--- src/rtl/thermo_dec_pkg.sv ---
package thermo_dec_pkg;

  // Code carried by row m: plain binary or reflected Gray
  function automatic int unsigned row_code(input int unsigned m, input bit gray);
    return gray ? (m ^ (m >> 1)) : m;
  endfunction

  // True when v has the form 0...01...1 (a clean thermometer code)
  function automatic bit is_thermo(input logic [63:0] v);
    return (v & (v + 64'd1)) == 64'd0;
  endfunction

endpackage

--- src/rtl/therm_row_select.sv ---
module therm_row_select #(
  parameter int TAPS = 15,
  parameter int ROWS = TAPS + 1
) (
  input  logic            clk,
  input  logic            rst,
  input  logic [TAPS-1:0] therm_i,
  output logic [ROWS-1:0] row_q
);
  import thermo_dec_pkg::*;

  localparam int EXT_W = TAPS + 4;

  // ext[t+1] holds tap t; taps -1 and 0 read one, taps TAPS+1 and TAPS+2 read zero
  logic [EXT_W-1:0] ext;
  logic [ROWS-1:0]  hit;

  assign ext = {2'b00, therm_i, 2'b11};

  for (genvar m = 0; m < ROWS; m++) begin : g_row
    // taps m-1 and m high, taps m+1 and m+2 low
    assign hit[m] = ext[m] & ext[m+1] & ~ext[m+2] & ~ext[m+3];
  end

  always_ff @(posedge clk) begin
    if (rst) row_q <= '0;
    else     row_q <= hit;
  end

  AST_CLEAN_ONE_ROW: assert property (@(posedge clk) disable iff (rst)
    is_thermo(64'(therm_i)) |=> row_q == (ROWS'(1) << $countones($past(therm_i))));

endmodule

--- src/rtl/row_code_encoder.sv ---
module row_code_encoder #(
  parameter int BITS     = 4,
  parameter int ROWS     = 1 << BITS,
  parameter bit GRAY_OUT = 1'b0
) (
  input  logic            clk,
  input  logic            rst,
  input  logic [ROWS-1:0] row_i,
  output logic [BITS-1:0] code_q,
  output logic            multi_q
);
  import thermo_dec_pkg::*;

  function automatic logic [ROWS-1:0] bit_mask(input int b);
    logic [ROWS-1:0] mk;
    for (int m = 0; m < ROWS; m++) begin
      mk[m] = ((row_code(m, GRAY_OUT) >> b) & 1) != 0;
    end
    return mk;
  endfunction

  logic [BITS-1:0] code_d;
  logic [ROWS-2:0] seen;
  logic [ROWS-1:0] dup;

  // One OR tree per output bit over the rows whose code has that bit set
  for (genvar b = 0; b < BITS; b++) begin : g_bit
    localparam logic [ROWS-1:0] MASK = bit_mask(b);
    assign code_d[b] = |(row_i & MASK);
  end

  // Prefix chain: dup rises once a second active row is met
  assign seen[0] = row_i[0];
  assign dup[0]  = 1'b0;
  for (genvar m = 1; m < ROWS; m++) begin : g_chain
    assign dup[m] = dup[m-1] | (seen[m-1] & row_i[m]);
    if (m < ROWS - 1) begin : g_seen
      assign seen[m] = seen[m-1] | row_i[m];
    end
  end

  always_ff @(posedge clk) begin
    if (rst) begin
      code_q  <= '0;
      multi_q <= 1'b0;
    end else begin
      code_q  <= code_d;
      multi_q <= dup[ROWS-1];
    end
  end

  AST_EMPTY_ROWS: assert property (@(posedge clk) disable iff (rst)
    (row_i == '0) |=> (code_q == '0) && !multi_q);

  AST_MULTI_FLAG: assert property (@(posedge clk) disable iff (rst)
    1'b1 |=> multi_q == ($countones($past(row_i)) > 1));

endmodule

--- src/rtl/thermo_transition_decoder.sv ---
module thermo_transition_decoder #(
  parameter int BITS     = 4,
  parameter bit GRAY_OUT = 1'b0
) (
  input  logic                   clk,
  input  logic                   rst,
  input  logic [(1<<BITS)-2:0]   therm_in,
  output logic [BITS-1:0]        code_out,
  output logic                   multi_row_out
);
  import thermo_dec_pkg::*;

  localparam int ROWS = 1 << BITS;
  localparam int TAPS = ROWS - 1;

  logic [ROWS-1:0] rows;

  therm_row_select #(.TAPS(TAPS), .ROWS(ROWS)) u_select (
    .clk     (clk),
    .rst     (rst),
    .therm_i (therm_in),
    .row_q   (rows)
  );

  row_code_encoder #(.BITS(BITS), .ROWS(ROWS), .GRAY_OUT(GRAY_OUT)) u_encode (
    .clk     (clk),
    .rst     (rst),
    .row_i   (rows),
    .code_q  (code_out),
    .multi_q (multi_row_out)
  );

  // Cycles since reset release, saturating at two (assertion window only)
  logic [1:0] settle_q;
  always_ff @(posedge clk) begin
    if (rst)                 settle_q <= 2'd0;
    else if (settle_q != 2'd2) settle_q <= settle_q + 2'd1;
  end

  AST_CLEAN_CODE: assert property (@(posedge clk) disable iff (rst)
    (settle_q == 2'd2 && is_thermo(64'($past(therm_in, 2))))
    |-> (code_out == BITS'(row_code($countones($past(therm_in, 2)), GRAY_OUT)))
        && !multi_row_out);

  AST_RESET_CLEAR: assert property (@(posedge clk) disable iff (rst)
    $past(rst) |-> (code_out == '0) && !multi_row_out);

endmodule

--- config.mk ---
export PLATFORM = sky130hd
export DESIGN_NAME = thermo_transition_decoder
export DESIGN_NICKNAME = d
export VERILOG_FILES = /design/src/rtl/thermo_dec_pkg.sv /design/src/rtl/therm_row_select.sv /design/src/rtl/row_code_encoder.sv /design/src/rtl/thermo_transition_decoder.sv
export SDC_FILE = /design/constraint.sdc
export NUM_CORES = 1
export LEC_CHECK = 0
export BUFFER_PORTS_ARGS = -buffer_cell sky130_fd_sc_hd__clkbuf_2
export CAP_MARGIN = 20
export CORE_ASPECT_RATIO = 0.5
export CORE_MARGIN = 8
export CORE_UTILIZATION = 25
export CTS_CLUSTER_DIAMETER = 200
export DETAILED_ROUTE_END_ITERATION = 8
export PLACE_DENSITY = 0.42
export SLEW_MARGIN = 20
export SYNTH_ARGS = -nofsm -noshare
export SYNTH_HDL_FRONTEND = slang
export SYNTH_SLANG_ARGS = --single-unit
--- constraint.sdc ---
create_clock -name clk -period 3 [get_ports clk]
set_input_delay 0.15 -clock clk [delete_from_list [all_inputs] [get_ports clk]]
set_output_delay 0.15 -clock clk [all_outputs]
set_load 0.005 [all_outputs]
**Word-level counts from Yosys, hierarchy flattened**

Index checks and enable logic that the tools add are counted.

- Register bits after elaboration: 21
- Input bits: 17
- Output and inout port bits: 5
- Word-level logic and storage cells: 107

- Bitwise logic cells: 100
- Reductions and logical operators: 4

Operators with widths:

| cell | number |
|---|---|
| $and 1x1->1 | 57 |
| $reduce_or 8->1 | 4 |
| $or 1x1->1 | 28 |
| $not 1->1 | 15 |

**Depth between registers and ports, before layout**

Gate-level depths: netlist of run 1.

- Depth after elaboration: 16
- Depth in mapped cells: 5
- Depth with buffers taken out: 5

**Cells and area by module**

From an unflattened synthesis of run 1, not the netlist that was laid out.

- Cell total of the unflattened synthesis: 88
- Area total of the unflattened synthesis: 830.8 µm²

By module, submodules not included:

| module | instances | cells each | area each (µm²) | seq. area each (µm²) |
|---|---|---|---|---|
| therm_row_select | 1 | 45 | 506.7 | 320.3 |
| row_code_encoder | 1 | 43 | 324.1 | 100.1 |

**Worst setup path before layout of run 1**

OpenSTA, ideal clock, no wires.

- Path kind: register to register
- Start: register u_select.row_q[3]
- End: register u_encode.multi_q
- Setup time: 0.132 ns
- Arrival: 1.658 ns
- Data required time: 2.868 ns
- Path slack: 1.210 ns
- Cell stages (with the launch flop): 6
- Path buffers: 0
- Period minus slack after synthesis: 1.790 ns
- Cell sequence: dfxtp_1 > or4_4 > maj3_2 > or3_1 > a21oi_1 > a21oi_1

- Word-level cells in the longest chain between the ends: 14
- Elaborated cells between the ends (all ways): 38
- Classes of those cells: 38 x bitwise

Ends and longest elaborated chain:

| item | line | source |
|---|---|---|
| start: declaration | therm_row_select.sv:8 | `output logic [ROWS-1:0] row_q` |
| start signal: assignment | therm_row_select.sv:27 | `else row_q <= hit;` |
| $and 1x1->1 or $or 1x1->1 (tied branches) | row_code_encoder.sv:36, row_code_encoder.sv:38 |  |
| $or 1x1->1, or another cell as far along (11 in a row) | row_code_encoder.sv:36 | `assign dup[m] = dup[m-1] \| (seen[m-1] & row_i[m]);` |
| $or 1x1->1 or $and 1x1->1 (tied branches) | row_code_encoder.sv:36 |  |
| $or 1x1->1 (*) | row_code_encoder.sv:36 |  |
| end signal: assignment | row_code_encoder.sv:48 | `multi_q <= dup[ROWS-1];` |
| end: declaration | row_code_encoder.sv:10 | `output logic multi_q` |

Mark *: on every way between the ends. The rest lies on a longest branch, timed or not.
A chain may end at the register's enable or synchronous reset.

**Worst setup path in the final report of run 1**

Ends and elaborated chain as after synthesis.

==> results of run 1 <==
## Yosys cell counts
cell and number:
nand3_1 1, dfxtp_1 21, nor3_1 9, a211oi_1 1
or4_1 3, nor4bb_1 1, or3_1 2, o21ai_0 3
nor4_1 7, maj3_2 1, o41a_1 1, maj3_1 2
and3_1 1, clkbuf_1 2, nor3b_1 1, or4_4 1
o211ai_1 1, a21oi_1 4, nor2_1 11, inv_1 2
a311oi_1 1, nand2b_1 9, o41ai_1 1, nand2_1 5
or2_2 2
## cell type report
| type | instances | area [um^2] | share of cell area |
|---|---|---|---|
| Tap cell | 40 | 50.0 | 0.0485 |
| Sequential cell | 21 | 420 | 0.407 |
| Inverter | 2 | 7.51 | 0.00727 |
| Multi-Input combinational cell | 68 | 403 | 0.390 |
| Clock inverter | 1 | 5.00 | 0.00485 |
| Clock buffer | 3 | 41.3 | 0.0400 |
| Timing Repair Buffer | 21 | 105 | 0.102 |
## power by group
group	total (mW)	internal (mW)	leakage [nW]	switching, mW
logic	0.0579	0.0283	0.235	0.0296
clock network	0.182	0.0925	0.0255	0.0899
registers	0.294	0.288	0.171	0.00595
total	0.534	0.409	0.432	0.125
## routing by layer
| layer | vias up | share of wire |
|---|---|---|
| li1 | 384 | - |
| met4 | 0 | 0.013 |
| met2 | 28 | 0.36 |
| met1 | 331 | 0.57 |
| met3 | 2 | 0.051 |
| met5 | - | 0 |
## how the worst min path moves through the flow
stage                            start                 end  slack [ns]  cells past startpoint
after floorplan           therm_in[14]  u_select.row_q[14]        0.23                      1
after global placement     therm_in[0]   u_select.row_q[0]        0.34                      2
after detailed placement   therm_in[0]   u_select.row_q[0]        0.34                      2
after CTS                  therm_in[0]   u_select.row_q[0]        0.06                      2
after global routing      therm_in[14]  u_select.row_q[13]        0.07                      2
final                      therm_in[0]   u_select.row_q[0]        0.06                      2
## logic make-up after synthesis
group,after synthesis
AOI/OAI and AO/OA,12
and+or+nand+nor,53
adders and majority gates,3
DFF,21
buffers and inverters,4
## registers in the layout, indices dropped and copies added, names as in the netlist
register and flops:
u_encode.multi_q 1, u_encode.code_q 4, u_select.row_q 16
## per-stage QoR
step | instance area [um^2] | instances | setup WS (ns)
floorplan | 838 | 93 | 1.21
global placement | 986 | 152 | 1.07
detailed placement | 986 | 152 | 1.09
CTS | 1030 | 156 | 1.06
global route | 1030 | 156 | 0.945
finish | 1030 | 156 | 1.06
==> flow_metrics.tcl, run 1 <==
set metrics [dict create \
    die_area_um2 5570 \
    max_slew_margin 0.736 \
    netlist_area_um2 838 \
    finalSetupTns_ns 0 \
    r2r-end "u_encode.multi_q" \
    p_total_uw 534 \
    grt_use_met1 0.110 \
    ios 22 \
    slew_viol_final 0 \
    p_leak_nw 0.432 \
    worstPathMaxFanout 5 \
    syn_inst 93 \
    worst-path-buf-inv 0 \
    endpoint "u_encode.multi_q" \
    coreArea_um2 3100 \
    synth_top_family_by_area "simple AND/OR/NAND/NOR gates" \
    synth_nets 110 \
    hold_path.class "input pin to flop" \
    track_usage 0.0782 \
    cts-resized-gates 0 \
    rows 14 \
    clock-sinks 21 \
    fin_nets 134 \
    cts_buffers 3 \
    cts_root_buf "clkbuf_8" \
    critical_path_class "flop to flop" \
    max_freq_mhz 515 \
    grt-busiest-layer "met1" \
    ys_ff_latch 21 \
    start_kind "flop" \
    clock_latency_ns 0.26 \
    holdWs_ns 0.0625 \
    final_util 0.333 \
    clk_pin_slew_ns 0.07 \
    rsz0062_at_grt "false" \
    yosysUniqueCellTypes 25 \
    post-route-period-util 0.647 \
    r2r_cells 5 \
    cpMostUsedCell "a21oi_1" \
    ir_drop_mv 0.129 \
    use_met3 0.0254 \
    grt_pass1_wl_um 3590 \
    grt_pass1_vias 790 \
    drt-vias-per-instance 4.78 \
    arrival_ns 2.08 \
    setup_viol_count_final 0 \
    drtPass1Iterations 4 \
    n_antenna_cell 0 \
    syn2layout_area_growth_pct 23.1 \
    gr-total-overflow 0 \
    synth_xor_area_frac 0 \
    dp_hpwl_um 1660 \
    synthMuxAreaShare 0 \
    syn_avg_cell_area_um2 9.01 \
    rrSetupSlack_ns 1.06 \
    worstMarginPinSlew_ns 0.392 \
    die_h_um 56.9 \
    ys_seq_area_frac 0.501 \
    slowest_delay_ns 0.58 \
    hold_violations 0 \
    outcome "finished clean" \
    die_w_um 97.9 \
    drtIter0Drc 61 \
    postRouteAntennaNets 0 \
    fillers 341 \
    htreeDepth 1 \
    yosysTopAreaCell "dfxtp_1" \
    grt_use_met2 0.104 \
    routed_wirelength_um 2030 \
    numPortBuffers 21 \
    synthAdderAreaFrac 0.0373 \
    grt_max_degree 18 \
    cts_tree "built" \
    synth_area_leaders "dfxtp_1 (50%), nand2b_1 (6.7%), nor3_1 (5.4%)" \
    startpoint "u_select.row_q[3]" \
    start_util 0.270 \
    cts_setup_buffers 0 \
    drcViolationCount 0 \
    finClkSkew_ns 0.00140 \
    layout_common_cells "clkbuf_2 (21), dfxtp_1 (21), nor2_1 (11), nand2b_1 (9), nor3_1 (9)" \
    antenna_found_initial 0 \
    synth_compound_area_frac 0.0940 \
    cap_violations 0 \
    worstPathRequired_ns 3.14 \
    synth_simple_gate_area_frac 0.349 \
    hold_buffers 0 \
    crit_chain "or4_4, maj3_2, or3_1, a21oi_1, a21oi_1" \
    drive_gt1_frac 0.250 \
    cpMaxStageDelayCell "or4_4" \
    cp_top_family "simple AND/OR/NAND/NOR gates" \
    wl_per_cell_um 13.0 \
    yosysWarnings 0 \
    end_kind "flop" \
    crit_cells 5 \
    r2r_start "u_select.row_q[3]" \
    clockBufferDepth 2 \
    finalCriticalPeriod_ns 1.94 \
    synth_top_area_frac 0.501 \
    p_per_area_nw_per_um2 518 \
    gp_congestion 0.794 \
    via_count 745 \
]
No activity file was read; power rests on OpenSTA's default activity.
==> inputs of run 2 (changes only) <==
==> constraint.sdc (replaced) <==
create_clock -name clk -period 1.8 [get_ports clk]
set_input_delay 0.09 -clock clk [delete_from_list [all_inputs] [get_ports clk]]
set_output_delay 0.09 -clock clk [all_outputs]
set_load 0.005 [all_outputs]
==> run 2 against run 1 <==
Critical endpoint unchanged. Non-clock buffer count is 13 higher. Clock-buffer cell count stayed put. Critical path type unchanged. Worst setup slack worse by 1.1 ns. The run now ends with setup timing left. Via count up 2.6%. Largest power group unchanged.
==> flow_metrics.tcl, run 2 (synthesized netlist as in run 1, its figures left out) <==
set metrics [dict create \
    post-route-period-util 1.03 \
    cts_tree "built" \
    drcViolationCount 0 \
    end_kind "flop" \
    finalCriticalPeriod_ns 1.85 \
    via_count 764 \
    r2r_cells 5 \
    largest_registers "u_select.row_q: 16 flops, u_encode.code_q: 4 flops, u_encode.multi_q: 1 flops" \
    violations "setup timing" \
    r2r-end "u_encode.multi_q" \
    r2r_start "u_select.row_q[7]" \
    holdWs_ns 0.0147 \
    top_register "u_select.row_q" \
    finClkSkew_ns 0.00271 \
    cp_top_family "compound AO/OA/AOI/OAI gates" \
    switching_share 0.241 \
    met3WireLength_um 107 \
    worstMarginPinSlew_ns 0.410 \
    numPortBuffers 21 \
    worstPathRequired_ns 1.94 \
    postRouteAntennaNets 0 \
    intPower_uw 697 \
    layout_commonest_cell "clkbuf_2" \
    cts_root_buf "clkbuf_8" \
    hold_path.class "input pin to flop" \
    rrSetupSlack_ns -0.05 \
    die_h_um 56.9 \
    start_kind "flop" \
    syn2layout_area_growth_pct 36.7 \
    outcome "finished, violations left" \
    largest_register_ffs 16 \
    clockBufferDepth 2 \
    rsz0062_at_grt "true" \
    slowest_delay_ns 0.56 \
    coreArea_um2 3100 \
    clk_pin_slew_ns 0.08 \
    route.layer.met1.wl_um 1190 \
    whs_endpoint "u_select.row_q[14]" \
    max_freq_mhz 540 \
    layout_common_cells "clkbuf_2 (21), dfxtp_1 (20), buf_4 (12), nor2_1 (11)" \
    cap_violations 0 \
    seq_power_share 0.531 \
    hold_violations 0 \
    cpMaxStageDelayCell "or4_1" \
    slew_viol_final 0 \
    wl_per_cell_um 12.2 \
    drive_gt1_frac 0.341 \
    dp_hpwl_um 1750 \
    n_antenna_cell 0 \
    p_leak_nw 0.499 \
    routed_wirelength_um 2060 \
    max_slew_margin 0.724 \
    fin_nets 147 \
    fillers 334 \
    fin_area_um2 1150 \
    p_per_area_nw_per_um2 802 \
    track_usage 0.0779 \
    rows 14 \
    register_area_um2 422 \
    cts_setup_buffers 0 \
    gr-total-overflow 0 \
    ir_drop_mv 0.246 \
    die_w_um 97.9 \
    setup_viol_count_final 1 \
    ios 22 \
    whs_path_depth 2 \
    grt_max_degree 18 \
    die_area_um2 5570 \
    cts_buffers 3 \
    start_util 0.270 \
    clock_latency_ns 0.26 \
    drtPass1Iterations 4 \
    gp_congestion 0.741 \
    grt_pass1_wl_um 3530 \
    antenna_found_initial 0 \
    switchingPower_uw 222 \
    crit_chain "or4_1, o41ai_1, o211ai_1, a211oi_1, a21oi_1" \
    drtIter0Drc 25 \
    critical_path_class "flop to flop" \
    grt_pass1_vias 783 \
    arrival_ns 1.99 \
    clockPowerShare 0.344 \
    routed.top_layer "met4" \
    combPwrFrac 0.125 \
    htreeDepth 1 \
    drt-vias-per-instance 4.52 \
    worstPathMaxFanout 4 \
    placed_cell_area_um2 1080 \
    clock-sinks 21 \
    timing.final.ws_setup_ns -0.0508 \
    multi_input_area_um2 413 \
    final_util 0.370 \
    worstHoldStart "therm_in[14]" \
    worst-path-buf-inv 0 \
    wl_met2_um 732 \
]
run 2: cell count changes in the layout (fill, tap and decap cells not counted), sizes merged:
| cell | delta |
|---|---|
| buf | +12 |
| clkinv | -1 |
| clkinvlp | +1 |
| dlygate4sd3 | +1 |
run 2: layout make-up:
type | count | area share
clock buffer | 3 | 0.0360
clock inverter | 1 | 0.00655
inverter | 2 | 0.00655
multi-input combinational | 68 | 0.360
sequential | 21 | 0.368
tap | 40 | 0.0437
timing repair buffer | 34 | 0.179
run 2: what timing repair did:
item / in CTS / in global routing
setup endpoints to repair: 1 / 1
hold buffers: 1 / 0
pin swaps: 2 / 0
hold endpoints to repair: 1 / 0
gates resized for setup: 1 / 2
run 2: through the flow:
step / total power [mW] / setup TNS [ns] / setup WS (ns) / cells
after floorplan: 0.555 / 0 / 0.00968 / 93
after global placement: 0.612 / -0.0910 / -0.0910 / 164
after detailed placement: 0.611 / -0.0688 / -0.0688 / 164
after CTS: 0.933 / -0.0520 / -0.0520 / 169
after global routing: 0.973 / -0.124 / -0.124 / 169
final: 0.919 / -0.0508 / -0.0508 / 169
run 2: worst max path at each step:
stage,from,end,slack (ns),cells after the start
floorplan,u_select.row_q[3],u_encode.multi_q,0.01,5
global placement,u_select.row_q[3],u_encode.multi_q,-0.09,5
detailed placement,u_select.row_q[3],u_encode.multi_q,-0.07,5
CTS,u_select.row_q[1],u_encode.multi_q,-0.05,5
global route,u_select.row_q[1],u_encode.multi_q,-0.12,5
finish,u_select.row_q[7],u_encode.multi_q,-0.05,5
run 2: routing by layer:
metal / up-vias / GRT usage
met4: 0 / 0.0395
met2: 21 / 0.106
met5: - / 0
li1: 417 / -
met1: 322 / 0.106
met3: 4 / 0.0254
run 2: power by group through the flow:
stage	combinational, mW	sequential, mW	clock, mW
3_5_place_dp	0.112	0.499	0
3_3_place_gp	0.113	0.499	0
2_1_floorplan	0.0556	0.499	0
5_1_grt	0.128	0.490	0.355
4_1_cts	0.115	0.488	0.330
6_report	0.115	0.488	0.316
run 2: worst reg2reg max path: stages (launching register included):
cell and delay [ns]:
dfxtp_1 0.34, or4_1 0.56, o41ai_1 0.42, o211ai_1 0.14, a211oi_1 0.18, a21oi_1 0.09
==> inputs of run 3 (changes only) <==
--- a/config.mk
+++ b/config.mk
@@ -7,12 +7,11 @@
 export LEC_CHECK = 0
 export BUFFER_PORTS_ARGS = -buffer_cell sky130_fd_sc_hd__clkbuf_2
 export CAP_MARGIN = 20
-export CORE_ASPECT_RATIO = 0.5
 export CORE_MARGIN = 8
-export CORE_UTILIZATION = 25
+export CORE_UTILIZATION = 49
 export CTS_CLUSTER_DIAMETER = 200
 export DETAILED_ROUTE_END_ITERATION = 8
-export PLACE_DENSITY = 0.42
+export PLACE_DENSITY = 0.73
 export SLEW_MARGIN = 20
 export SYNTH_ARGS = -nofsm -noshare
 export SYNTH_HDL_FRONTEND = slang
==> run 3 against run 2 <==
The run still ends with setup timing left. Register-to-register slack is essentially flat. Sequential share of layout area is 1.3 points higher. Via count rose by 5.6%. Total power fell by 9.6%. First-iteration DRC count grew 32%. Final area shrank 3.5%. Flip-flop and latch count unchanged. Non-clock buffer count shrank 2. Clock-buffer cell count unchanged. Worst setup slack lost 0.0025 ns. Global-route usage grew 4.1 points. Clock power shrank 29%. Critical endpoint unchanged.
==> flow_metrics.tcl, run 3 (synthesized netlist as in run 1, its figures left out) <==
set metrics [dict create \
    critical_path_class "flop to flop" \
    start_util 0.502 \
    n_antenna_cell 0 \
    routed_wirelength_um 1940 \
    crit_chain "or4_4, maj3_2, or3_1, a21oi_2, a21oi_1" \
    timing.final.ws_setup_ns -0.0533 \
    clockBufferDepth 2 \
    violations "setup timing" \
    clock-sinks 21 \
    cap_violations 0 \
    layout_commonest_cell "clkbuf_2" \
    outcome "finished, violations left" \
    finalCriticalPeriod_ns 1.85 \
    rrSetupSlack_ns -0.05 \
    dp_hpwl_um 1430 \
    layout_common_cells "clkbuf_2 (21), dfxtp_1 (20), nor2_1 (11), nand2b_1 (9), nor3_1 (9)" \
    htreeDepth 1 \
    fin_nets 145 \
    antenna_found_initial 0 \
    slowest_delay_ns 0.58 \
    start_kind "flop" \
    worstPathRequired_ns 2.00 \
    dp.cells 136 \
    die_w_um 57.4 \
    drt-vias-per-instance 5.60 \
    post-route-period-util 1.03 \
    rsz0062_at_grt "true" \
    fillers 140 \
    setup_viol_count_final 1 \
    cts_setup_buffers 0 \
    finClkSkew_ns 0.00908 \
    arrival_ns 2.05 \
    clock_latency_ns 0.31 \
    p_total_uw 830 \
    fin_cells 144 \
    p_leak_nw 0.489 \
    wl_per_cell_um 13.4 \
    track_usage 0.119 \
    end_kind "flop" \
    cts_buffers 3 \
    top_register "u_select.row_q" \
    cts_tree "built" \
    gr-total-overflow 0 \
    cts_root_buf "clkbuf_4" \
    max_freq_mhz 540 \
    drtIter0Drc 33 \
    largest_register_ffs 16 \
    die_h_um 57.4 \
    clk_pin_slew_ns 0.12 \
    worstMarginPinSlew_ns 0.376 \
    rows 15 \
    ios 22 \
    coreArea_um2 1670 \
    die_area_um2 3290 \
    max_slew_margin 0.747 \
    grt_pass1_wl_um 3110 \
    drtPass1Iterations 6 \
    gp_congestion 0.804 \
    slew_viol_final 0 \
    postRouteAntennaNets 0 \
    p_per_area_nw_per_um2 751 \
    drive_gt1_frac 0.331 \
    syn2layout_area_growth_pct 31.9 \
    hold_path.class "input pin to flop" \
    cpMaxStageDelayCell "or4_4" \
    grt_pass1_vias 807 \
    hold_violations 0 \
    drcViolationCount 0 \
    via_count 807 \
    numPortBuffers 21 \
    grt_max_degree 18 \
    worstPathMaxFanout 5 \
    largest_registers "u_select.row_q: 16 flops, u_encode.code_q: 4 flops, u_encode.multi_q: 1 flops" \
    ir_drop_mv 0.510 \
]
==> run 3: changes by cell type in the layout (fill, tap and decap cells not counted), moves of 3 or more <==
cell           delta
clkbuf_8          -3
dlygate4sd3_1     +3
buf_4             -5
clkbuf_4          +3
==> run 3: path summary, 6_finish.rpt <==
kind / startpoint / endpoint / depth (start not counted)
setup / recovery: u_select.row_q[2] / u_encode.multi_q / 5
setup reg to reg: u_select.row_q[2] / u_encode.multi_q / 5
hold reg to reg: u_select.row_q[12] / u_encode.code_q[2] / 1
hold / removal: therm_in[4] / u_select.row_q[6] / 3
==> run 3: routing by layer <==
layer	global-route usage	vias to the layer above	share of wire
met5	0	-	0
met4	0.0893	0	0.028
met1	0.123	371	0.46
li1	-	412	-
met3	0.0314	6	0.024
met2	0.203	18	0.49
==> run 3: worst max-delay path: cells and delay by family, from the launching register on <==
family	cells	cell delay [ns]
adder cells (fa/ha/maj)	1	0.31
flip-flops	1	0.34
AO/OA/AOI/OAI	2	0.20
AND/OR/NAND/NOR	2	0.90
==> run 3: cell type report <==
type	instances	area [um^2]	area share
multi-input combinational	68	430	0.389
sequential	21	422	0.381
timing repair buffer	32	198	0.179
clock buffer	3	22.5	0.0204
tap	17	21.3	0.0192
inverter	2	7.51	0.00679
clock inverter	1	5.00	0.00452
==> run 3: stage by stage <==
step | util | TNS, ns | instance area, um^2 | worst slack, ns | hold slack (ns)
after floorplan | - | 0 | 838 | 0.00968 | 0.166
after global placement | 0.604 | -0.0459 | 1010 | -0.0459 | 0.276
after detailed placement | 0.604 | -0.0560 | 1010 | -0.0560 | 0.286
after CTS | 0.648 | -0.0357 | 1080 | -0.0357 | 0.000844
after global routing | 0.662 | -0.114 | 1110 | -0.114 | 0.00938
final | 0.662 | -0.0533 | 1110 | -0.0533 | 0.00666
==> run 3: power by group <==
group,leakage [nW],switching (mW),internal [mW]
Clock,0.0177,0.142,0.0831
Sequential,0.171,0.00849,0.480
Combinational,0.300,0.0545,0.0617
==> run 3: timing repair <==
| item | 4_1_cts | 5_1_grt |
|---|---|---|
| endpoints found under the hold margin | 4 | 0 |
| endpoints found under the setup margin | 1 | 1 |
| cloned | 0 | 0 |
| resized for setup | 2 | 4 |
| hold buffers | 4 | 0 |
| pin swaps | 2 | 0 |
